[config.mk]
export PLATFORM = sky130hd
export DESIGN_NAME = i2c_bus_unstick
export DESIGN_NICKNAME = d
export VERILOG_FILES = /design/src/rtl/i2c_bus_unstick.sv
export SDC_FILE = /design/constraint.sdc
export NUM_CORES = 1
export LEC_CHECK = 0
export ABC_AREA = 0
export BUFFER_PORTS_ARGS = -buffer_cell sky130_fd_sc_hd__buf_2
export CORE_ASPECT_RATIO = 1.5
export CORE_UTILIZATION = 50
export DETAILED_ROUTE_END_ITERATION = 12
export PLACE_DENSITY = 0.78
export SYNTH_ARGS = -nofsm -noshare
export SYNTH_HDL_FRONTEND = slang
export SYNTH_SLANG_ARGS = --single-unit
[constraint.sdc]
create_clock -name clk -period 1.9 [get_ports clk]
set_clock_uncertainty 0.1 [all_clocks]
set_input_delay 0.095 -clock clk [delete_from_list [all_inputs] [get_ports clk]]
set_output_delay 0.095 -clock clk [all_outputs]
set_load 0.05 [all_outputs]
[src/rtl/i2c_bus_unstick.sv]
module i2c_bus_unstick #(
  parameter int HALF_CYC     = 250,
  parameter int FLUSH_PULSES = 9
) (
  input  logic clk,
  input  logic rst_n,
  input  logic start_i,
  input  logic scl_i,
  input  logic sda_i,
  output logic scl_pull_o,
  output logic sda_pull_o,
  output logic busy_o,
  output logic done_o
);
  localparam int CW = (HALF_CYC > 2) ? $clog2(HALF_CYC) : 1;
  localparam int PW = $clog2(FLUSH_PULSES + 1);

  typedef enum logic [3:0] {
    IDLE, CHECK, PSA_LO, PSA_HI, RC_LO, RC_HI, FL_LO, FL_HI, PSB_LO, PSB_HI
  } st_t;

  st_t st, nxt;
  logic [CW-1:0] cnt;
  logic [PW-1:0] pulses;
  logic [1:0] scl_sync, sda_sync;
  logic scl_s, sda_s, tick, both_hi, last_pulse;

  assign scl_s      = scl_sync[1];
  assign sda_s      = sda_sync[1];
  assign tick       = (cnt == CW'(HALF_CYC - 1));
  assign both_hi    = scl_s & sda_s;
  assign last_pulse = (pulses == PW'(FLUSH_PULSES - 1));
  assign busy_o     = (st != IDLE);

  always_comb begin
    nxt = st;
    case (st)
      IDLE:   if (start_i) nxt = CHECK;
      CHECK:  if (tick) nxt = both_hi ? PSA_LO : RC_LO;
      PSA_LO: if (tick) nxt = PSA_HI;
      PSA_HI: if (tick) nxt = FL_LO;
      RC_LO:  if (tick) nxt = RC_HI;
      RC_HI:  if (tick) nxt = both_hi ? PSA_LO : FL_LO;
      FL_LO:  if (tick) nxt = FL_HI;
      FL_HI:  if (tick) nxt = !last_pulse ? FL_LO : (both_hi ? PSB_LO : IDLE);
      PSB_LO: if (tick) nxt = PSB_HI;
      PSB_HI: if (tick) nxt = IDLE;
      default: nxt = IDLE;
    endcase
  end

  always_ff @(posedge clk or negedge rst_n) begin
    if (!rst_n) begin
      scl_sync   <= 2'b11;
      sda_sync   <= 2'b11;
      st         <= IDLE;
      cnt        <= '0;
      pulses     <= '0;
      scl_pull_o <= 1'b0;
      sda_pull_o <= 1'b0;
      done_o     <= 1'b0;
    end else begin
      scl_sync   <= {scl_sync[0], scl_i};
      sda_sync   <= {sda_sync[0], sda_i};
      st         <= nxt;
      cnt        <= (st == IDLE || tick) ? '0 : cnt + 1'b1;
      if (st == IDLE)
        pulses <= '0;
      else if (st == FL_HI && tick)
        pulses <= pulses + 1'b1;
      scl_pull_o <= (nxt == RC_LO) || (nxt == FL_LO);
      sda_pull_o <= (nxt == PSA_LO) || (nxt == PSB_LO);
      done_o     <= (st != IDLE) && (nxt == IDLE);
    end
  end

  AST_START_ONLY: assert property (@(posedge clk) disable iff (!rst_n)
    $rose(busy_o) |-> $past(start_i));
  AST_PS_COND: assert property (@(posedge clk) disable iff (!rst_n)
    $rose(sda_pull_o) |-> $past(scl_s && sda_s));
  AST_FLUSH_MAX: assert property (@(posedge clk) disable iff (!rst_n)
    pulses <= PW'(FLUSH_PULSES));
  AST_DONE_PULSE: assert property (@(posedge clk) disable iff (!rst_n)
    done_o |=> !done_o);
  AST_DONE_IDLE: assert property (@(posedge clk) disable iff (!rst_n)
    done_o |-> (!busy_o && !scl_pull_o && !sda_pull_o));
  AST_PULL_BUSY: assert property (@(posedge clk) disable iff (!rst_n)
    (scl_pull_o || sda_pull_o) |-> busy_o);
  AST_ONE_LINE: assert property (@(posedge clk) disable iff (!rst_n)
    !(scl_pull_o && sda_pull_o));
endmodule

==> impl_metrics.env, run 1 <==
export IMPL_status="complete, no violations"
export IMPL_first_pass_iters=4
export IMPL_finalSetupViolations=0
export IMPL_worstPathCellList="inv_1, ha_1, and4b_1, or3b_1, o2111ai_2, o221ai_2, nor4_2"
export IMPL_holdCritPathClass="in2reg"
export IMPL_worst_path_largest_cell_delay_ns=0.40
export IMPL_core_area_um2=2080
export IMPL_dp_hpwl_um=1540
export IMPL_crit_arrival_ns=1.98
export IMPL_grt_pass1_wl_um=3650
export IMPL_drc=0
export IMPL_vias=860
export IMPL_crit_buf_inv=1
export IMPL_clk_pin_slew_ns=0.13
export IMPL_grt_total_usage_pct=23.0
export IMPL_cap_violations=0
export IMPL_final_cells=149
export IMPL_max_freq_mhz=542
export IMPL_fin_nets=137
export IMPL_fin_area_um2=1340
export IMPL_die_w_um=40.7
export IMPL_p_leak_nw=0.630
export IMPL_relSlewSlack_pct=63.3
export IMPL_dp_cells=135
export IMPL_dpl_instance_area_um2=1230
export IMPL_period_share_pct=97.1
export IMPL_wl_per_cell_um=14.7
export IMPL_synth_seq_cells=23
export IMPL_max_clock_path_buffers=2
export IMPL_synth_top_cells_by_area="dfrtp_1 (42%), dfstp_2 (9.4%), ha_1 (4.5%)"
export IMPL_grt_pass1_vias=814
export IMPL_start_kind="flop"
export IMPL_crit_family="simple AND/OR/NAND/NOR gates"
export IMPL_rows=20
export IMPL_power_density_nw_per_um2=846
export IMPL_cts_inserted_buffers=3
export IMPL_synth_cells=100
export IMPL_required_ns=2.04
export IMPL_wl_um=2190
export IMPL_tns_ns=0
export IMPL_cts_resized=0
export IMPL_cts_tree="done"
export IMPL_synth_top_cell_area_share_pct=42.4
export IMPL_synth_cell_type_count=35
export IMPL_drtIter0Drc=24
export IMPL_gp_congestion=0.809
export IMPL_viasPerCell=5.77
export IMPL_yosysWarnings=0
export IMPL_final_cell_mix="dfrtp_1 (19), nor2_1 (12), buf_4 (12)"
export IMPL_period_needed_ns=1.85
export IMPL_io_buffers=8
export IMPL_grt_overflow=0
export IMPL_syn_cell_area_um2=1120
export IMPL_final_common_cell="dfrtp_1"
export IMPL_fp_dieArea_um2=2440
export IMPL_synth_nets=109
export IMPL_ctsHtreeMaxLevel=1
export IMPL_area_growth_pct=19.4
export IMPL_vdd_drop_max_mv=0.595
export IMPL_cts_sinks=23
export IMPL_cp_end_kind="flop"
export IMPL_clock_latency_ns=0.32
export IMPL_antenna_left=0
export IMPL_final_layout_size_suffix_gt1_share_pct=27.6
export IMPL_tightest_slew_ns=0.547
export IMPL_cp_slowest_cell="dfrtp_1"
export IMPL_rsz0062_at_grt="true"
export IMPL_synth_area_leader_cell="dfrtp_1"
export IMPL_report_final_slew_viol_count=0
export IMPL_start_util_pct=54.0
export IMPL_insertedDiodeCount=0
export IMPL_cp_max_fo=4
export IMPL_clockRootBuffer="clkbuf_4"
export IMPL_syn_avg_cell_area_um2=11.2
export IMPL_ios=9
export IMPL_die_h_um=60.0
export IMPL_antenna_found_initial=0
export IMPL_crit_type="reg2reg"
export IMPL_ys_seq_area_share_pct=51.8
export IMPL_grt_max_degree=24
export IMPL_hold_violations=0
[sequential cells by signal, summed over array words and instances, names as in the netlist]
signal	count
cnt	8
st	4
sda_pull_o	1
sda_sync	2
pulses	4
done_o	1
scl_pull_o	1
scl_sync	2
[through the flow]
stage | setup slack (ns) | total power (W) | hold slack (ns) | utilization (%)
global placement | 0.0624 | 0.000845 | -0.0218 | 59.0
finish | 0.0549 | 0.00113 | 0.115 | 64.5
detailed placement | 0.00613 | 0.000868 | -0.00898 | 59.0
floorplan | 0.109 | 0.000784 | -0.301 | -
CTS | 0.0139 | 0.00111 | 0.101 | 62.7
global route | -0.0769 | 0.00121 | 0.130 | 64.5
[logic make-up (layout without fill, tap and decap cells)]
| kind of cell | after synthesis | in the layout | synth area share, % |
|---|---|---|---|
| xor+xnor | 7 | 7 | 5.47 |
| mux | 2 | 2 | 1.79 |
| fa+ha+maj | 4 | 4 | 4.46 |
| simple gates | 40 | 40 | 22.8 |
| buf+inv | 8 | 35 | 2.68 |
| flops | 23 | 23 | 51.8 |
| compound gates | 16 | 16 | 11.0 |
[report_power, final]
group	total (W)	internal (W)	switching [W]
Clock	0.000234	0.0000806	0.000153
Sequential	0.000661	0.000565	0.0000964
Combinational	0.000238	0.000124	0.000114
[what timing repair did]
item / 4_1_cts / 5_1_grt
endpoints found under the hold margin: 25 / 0
hold buffers: 3 / 0
setup buffers: 2 / 5
pin swaps: 0 / 1
endpoints found under the setup margin: 1 / 5
[final timing paths]
path	from	to	slack (ns)	cells past startpoint
max in group asynchronous	rst_n	scl_sync[1]	1.19	2
setup reg to reg	pulses[1]	done_o	0.05	7
min in group asynchronous	rst_n	cnt[3]	0.16	2
setup / recovery	pulses[1]	done_o	0.05	7
hold reg to reg	sda_sync[0]	sda_sync[1]	0.27	0
hold / removal	start_i	st[0]	0.12	4
[per-layer routing]
layer	wire [um]	global-route usage (%)	vias to the layer above	part of all wire, %
li1	-	-	411	-
met1	921	27.0	427	42
met2	1170	36.7	18	54
met3	41	4.46	4	1.9
met4	48	13.8	0	2.2
met5	0	0	-	0
[layout make-up]
type,count,area [um^2]
repair buffers,23,160
fillers,167,738
flip-flops and latches,23,581
clock buffers,3,22.5
multi-input cells,69,510
inverters,8,30.0
clock inverters,1,7.51
well taps,22,27.5
[tightest hold or removal path, stage by stage]
cell and delay [ns]:
buf_2 0.10, a2bb2oi_1 0.13, nand3_1 0.11, inv_1 0.07
[synth_stat cells]
library cell	instances
or3_1	2
a2bb2oi_1	1
nor2b_1	2
nand4_1	1
a21oi_1	3
dfstp_2	4
a211oi_1	1
and3_1	1
or3b_1	1
nor4_2	2
o221ai_2	1
o21ai_1	1
o221ai_1	1
or2_1	1
nand4_4	1
o21ai_0	2
dfrtp_1	19
and4b_1	2
ha_1	4
nor2_1	12
xnor2_1	2
nand3_1	4
a211o_1	1
inv_1	7
xor2_1	5
o22ai_1	2
nor3_4	1
nand3b_1	2
nand2_1	6
and4_1	2
mux2i_1	2
a311o_1	1
inv_2	1
o21a_1	1
o2111ai_2	1
Note: power is estimated with default switching activity, not from simulation.
==> run 2: changes to the inputs <==
- PLACE_DENSITY: 0.78 -> not set
- PLACE_DENSITY_LB_ADDON: not set -> 0.25
==> impl_metrics.env, run 2 (synthesis results as in run 1) <==
export IMPL_status="complete, no violations"
export IMPL_reg2reg_slack_ns=0.03
export IMPL_wl_per_cell_um=14.7
export IMPL_cts_inserted_buffers=3
export IMPL_rsz0062_at_grt="true"
export IMPL_antenna_left=0
export IMPL_fp_dieArea_um2=2440
export IMPL_crit_type="reg2reg"
export IMPL_vias=828
export IMPL_period_share_pct=98.2
export IMPL_cp_slowest_cell="dfrtp_1"
export IMPL_cts_tree="done"
export IMPL_crit_arrival_ns=1.99
export IMPL_area_growth_pct=19.1
export IMPL_grt_util_met2_pct=37.2
export IMPL_report_final_slew_viol_count=0
export IMPL_core_area_um2=2080
export IMPL_ctsHtreeMaxLevel=1
export IMPL_use_met1_pct=24.7
export IMPL_top_register="cnt"
export IMPL_die_h_um=60.0
export IMPL_cap_violations=0
export IMPL_relSlewSlack_pct=63.8
export IMPL_rows=20
export IMPL_dp_hpwl_um=1520
export IMPL_clockRootBuffer="clkbuf_4"
export IMPL_p_leak_nw=0.619
export IMPL_drtIter0Drc=12
export IMPL_power_density_nw_per_um2=805
export IMPL_required_ns=2.02
export IMPL_tightest_slew_ns=0.540
export IMPL_gr_usage_met3_pct=2.23
export IMPL_setup_ws_ns=0.0333
export IMPL_r2r_cells=7
export IMPL_tns_ns=0
export IMPL_cp_end_kind="flop"
export IMPL_final_cells=147
export IMPL_final_cell_mix="dfrtp_1 (19), nor2_1 (12), buf_4 (10)"
export IMPL_largest_reg_flops=8
export IMPL_fin_area_um2=1340
export IMPL_p_total_w=0.00107
export IMPL_antenna_found_initial=0
export IMPL_crit_buf_inv=1
export IMPL_grt_pass1_wl_um=3530
export IMPL_hold_violations=0
export IMPL_die_w_um=40.7
export IMPL_io_buffers=8
export IMPL_fin_nets=135
export IMPL_clock_latency_ns=0.30
export IMPL_busiest_layer="met2"
export IMPL_grt_total_usage_pct=21.2
export IMPL_clk_pin_slew_ns=0.12
export IMPL_holdPathStages=4
export IMPL_vdd_drop_max_mv=0.644
export IMPL_viasPerCell=5.63
export IMPL_hold_path_end="st[0]"
export IMPL_start_kind="flop"
export IMPL_wl_um=2160
export IMPL_worst_path_largest_cell_delay_ns=0.40
export IMPL_ios=9
export IMPL_period_needed_ns=1.87
export IMPL_worstPathCellList="inv_1, ha_1, and4b_1, or3b_1, o2111ai_2, o221ai_2, nor4_2"
export IMPL_r2r_end="done_o"
export IMPL_gp_congestion=0.837
export IMPL_final_common_cell="dfrtp_1"
export IMPL_drc=0
export IMPL_max_freq_mhz=536
export IMPL_grt_max_degree=24
export IMPL_dp_cells=136
export IMPL_grt_overflow=0
export IMPL_r2r_start="pulses[0]"
export IMPL_final_layout_size_suffix_gt1_share_pct=26.4
export IMPL_finalSetupViolations=0
export IMPL_max_clock_path_buffers=2
export IMPL_cp_max_fo=4
export IMPL_start_util_pct=54.0
export IMPL_preCtsSetupSlack_ns=-0.00129
export IMPL_min_from="start_i"
export IMPL_crit_family="simple AND/OR/NAND/NOR gates"
export IMPL_dpl_instance_area_um2=1230
export IMPL_grt_pass1_vias=862
export IMPL_holdCritPathClass="in2reg"
export IMPL_first_pass_iters=4
export IMPL_reg_top3="cnt x8, pulses x4, st x4"
export IMPL_insertedDiodeCount=0
export IMPL_cts_sinks=23
==> run 2: cell count changes in the layout (fill, tap and decap cells not counted), sizes merged <==
| cell | delta |
|---|---|
| clkinvlp | -1 |
| buf | -2 |
| clkbuf | +1 |
==> run 2: routing by layer <==
layer  vias up  part of all wire [%]
li1        406                     -
met1       407                    42
met2        11                    54
met3         4                   1.9
met4         0                   1.8
met5         -                     0
==> run 2: worst max path at each step <==
stage | start | end | cells after the start
after detailed placement | pulses[1] | done_o | 7
after global placement | pulses[1] | done_o | 7
after floorplan | pulses[0] | done_o | 7
after CTS | pulses[0] | done_o | 7
final | pulses[0] | done_o | 7
after global routing | cnt[1] | pulses[3] | 9
==> run 2: area by class of cell <==
| type | count | area, um^2 |
|---|---|---|
| inverter | 8 | 30.0 |
| sequential | 23 | 581 |
| tap | 22 | 27.5 |
| multi-input combinational | 69 | 526 |
| timing repair buffer | 21 | 145 |
| fill | 168 | 742 |
| clock buffer | 4 | 26.3 |
==> run 2: power breakdown <==
part           internal (W)  switching [W]
clock             0.0000817       0.000135
sequential         0.000565      0.0000926
combinational      0.000100       0.000100
==> run 2: what timing repair did <==
action,4_1_cts,5_1_grt
hold buffers,3,0
pin swaps,0,2
buffers inserted,1,3
endpoints found under the setup margin,1,5
hold endpoints to repair,25,0
resized for setup,0,2
==> run 2: through the flow <==
step           utilization, %  hold WS (ns)
4_1_cts                  62.5         0.135
3_5_place_dp             59.4       -0.0109
6_report                 64.3         0.145
3_3_place_gp             59.4       -0.0140
5_1_grt                  64.3         0.168
2_1_floorplan               -        -0.301
==> run 2: worst min-delay path: cells and delay by family <==
family / cells / cell delay (ns)
AO/OA/AOI/OAI: 1 / 0.14
buffers and inverters: 2 / 0.17
AND/OR/NAND/NOR: 1 / 0.11
==> run 3: changes to the inputs <==
- clock period: 1.9 -> 1.7 ns (I/O delays scaled with it)
==> impl_metrics.env, run 3 (synthesis results as in run 1) <==
export IMPL_status="finished, violations left"
export IMPL_violations="setup timing"
export IMPL_drtIter0Drc=13
export IMPL_grt_overflow=0
export IMPL_fp_dieArea_um2=2440
export IMPL_max_freq_mhz=525
export IMPL_cts_inserted_buffers=3
export IMPL_reg2reg_slack_ns=-0.20
export IMPL_top_register="cnt"
export IMPL_grt_pass1_vias=834
export IMPL_finalSetupViolations=5
export IMPL_hold_slack_ns=0.160
export IMPL_period_needed_ns=1.90
export IMPL_area_growth_pct=34.0
export IMPL_rows=20
export IMPL_dp_cells=148
export IMPL_rsz0062_at_grt="true"
export IMPL_worstSetupEndpoint="done_o"
export IMPL_report_final_slew_viol_count=0
export IMPL_antenna_left=0
export IMPL_holdCritPathClass="in2reg"
export IMPL_insertedDiodeCount=0
export IMPL_viasPerCell=5.59
export IMPL_setup_ws_ns=-0.205
export IMPL_core_area_um2=2080
export IMPL_tightest_slew_ns=0.506
export IMPL_cap_violations=0
export IMPL_first_pass_iters=4
export IMPL_gp_congestion=0.799
export IMPL_relSlewSlack_pct=66.2
export IMPL_crit_type="reg2reg"
export IMPL_io_buffers=8
export IMPL_required_ns=1.82
export IMPL_grt_max_degree=24
export IMPL_grt_pass1_wl_um=3560
export IMPL_wl_um=2410
export IMPL_start_kind="flop"
export IMPL_cp_max_fo=4
export IMPL_critPathLaunch="pulses[0]"
export IMPL_die_h_um=60.0
export IMPL_preCtsSetupSlack_ns=-0.162
export IMPL_reg_top3="cnt x8, pulses x4, st x4"
export IMPL_period_share_pct=112
export IMPL_p_leak_nw=0.687
export IMPL_clock_latency_ns=0.30
export IMPL_r2r_start="pulses[0]"
export IMPL_r2r_cells=7
export IMPL_cts_sinks=23
export IMPL_ctsHtreeMaxLevel=1
export IMPL_dp_hpwl_um=1600
export IMPL_max_clock_path_buffers=2
export IMPL_vias=895
export IMPL_power_density_nw_per_um2=864
export IMPL_crit_arrival_ns=2.02
export IMPL_start_util_pct=54.0
export IMPL_vdd_drop_max_mv=0.954
export IMPL_antenna_found_initial=0
export IMPL_cp_end_kind="flop"
export IMPL_min_from="start_i"
export IMPL_cts_tree="done"
export IMPL_final_layout_size_suffix_gt1_share_pct=42.8
export IMPL_wl_per_cell_um=15.0
export IMPL_die_w_um=40.7
export IMPL_ios=9
export IMPL_clk_pin_slew_ns=0.12
export IMPL_r2r_end="done_o"
export IMPL_clockRootBuffer="clkbuf_4"
export IMPL_fin_nets=148
export IMPL_holdPathStages=4
export IMPL_drc=0
export IMPL_final_common_cell="buf_4"
export IMPL_final_cells=160
export IMPL_grt_total_usage_pct=21.2
export IMPL_largest_reg_flops=8
export IMPL_hold_violations=0
export IMPL_final_cell_mix="buf_4 (20), dfrtp_1 (18), nor2_1 (10)"
## run 3: changes by cell type in the layout (fill, tap and decap cells not counted), moves of 2 or more
cell and change:
buf_6 +4, inv_1 -2, ha_1 -2, nor2_1 -2
buf_4 +10
## run 3: layout make-up
class                      instances  area (um^2)
sequential                        23          582
tap                               22         27.5
multi-input combinational         69          574
fill                             146          574
clock buffer                       4         26.3
inverter                           8         32.5
timing repair buffer              34          260
## run 3: layer usage
layer | track usage [%] | up-vias | share of wire (%)
li1 | - | 430 | -
met1 | 26.3 | 430 | 41
met2 | 35.6 | 24 | 52
met3 | 2.97 | 11 | 3.5
met4 | 7.62 | 0 | 3.0
met5 | 0 | - | 0
## run 3: metrics by stage
step           utilization [%]  area, um^2  total power, W  setup TNS, ns
4_1_cts                   68.6        1420         0.00127         -0.333
3_5_place_dp              63.9        1330         0.00102         -0.453
5_1_grt                   72.3        1500         0.00138          -1.18
6_report                  72.3        1500         0.00130         -0.595
3_3_place_gp              63.9        1330         0.00100         -0.333
2_1_floorplan                -        1120        0.000876         -0.158
## run 3: worst min-delay path by stage
stage / to / slack, ns
CTS: st[0] / 0.16
detailed placement: st[3] / -0.02
finish: st[0] / 0.16
global placement: st[3] / -0.03
global route: st[0] / 0.19
floorplan: cnt[0] / -0.31
## run 3: timing repair
item	in CTS	in global routing
gates resized for setup	3	20
hold buffers	3	0
endpoints found under the setup margin	7	19
cloned	0	0
endpoints found under the hold margin	25	0
pin swaps	5	7
buffers inserted	4	3
## run 3: power by group
group / switching (W) / internal (W)
Combinational: 0.000167 / 0.000184
Sequential: 0.0000743 / 0.000632
Clock: 0.000151 / 0.0000911
## run 3: worst max-delay path, stage by stage, from the launching register on
cell and delay (ns):
dfrtp_1 0.42, inv_2 0.09, ha_4 0.12, and4b_1 0.21
or3b_1 0.37, o2111ai_2 0.10, o221ai_2 0.16, nor4_2 0.26
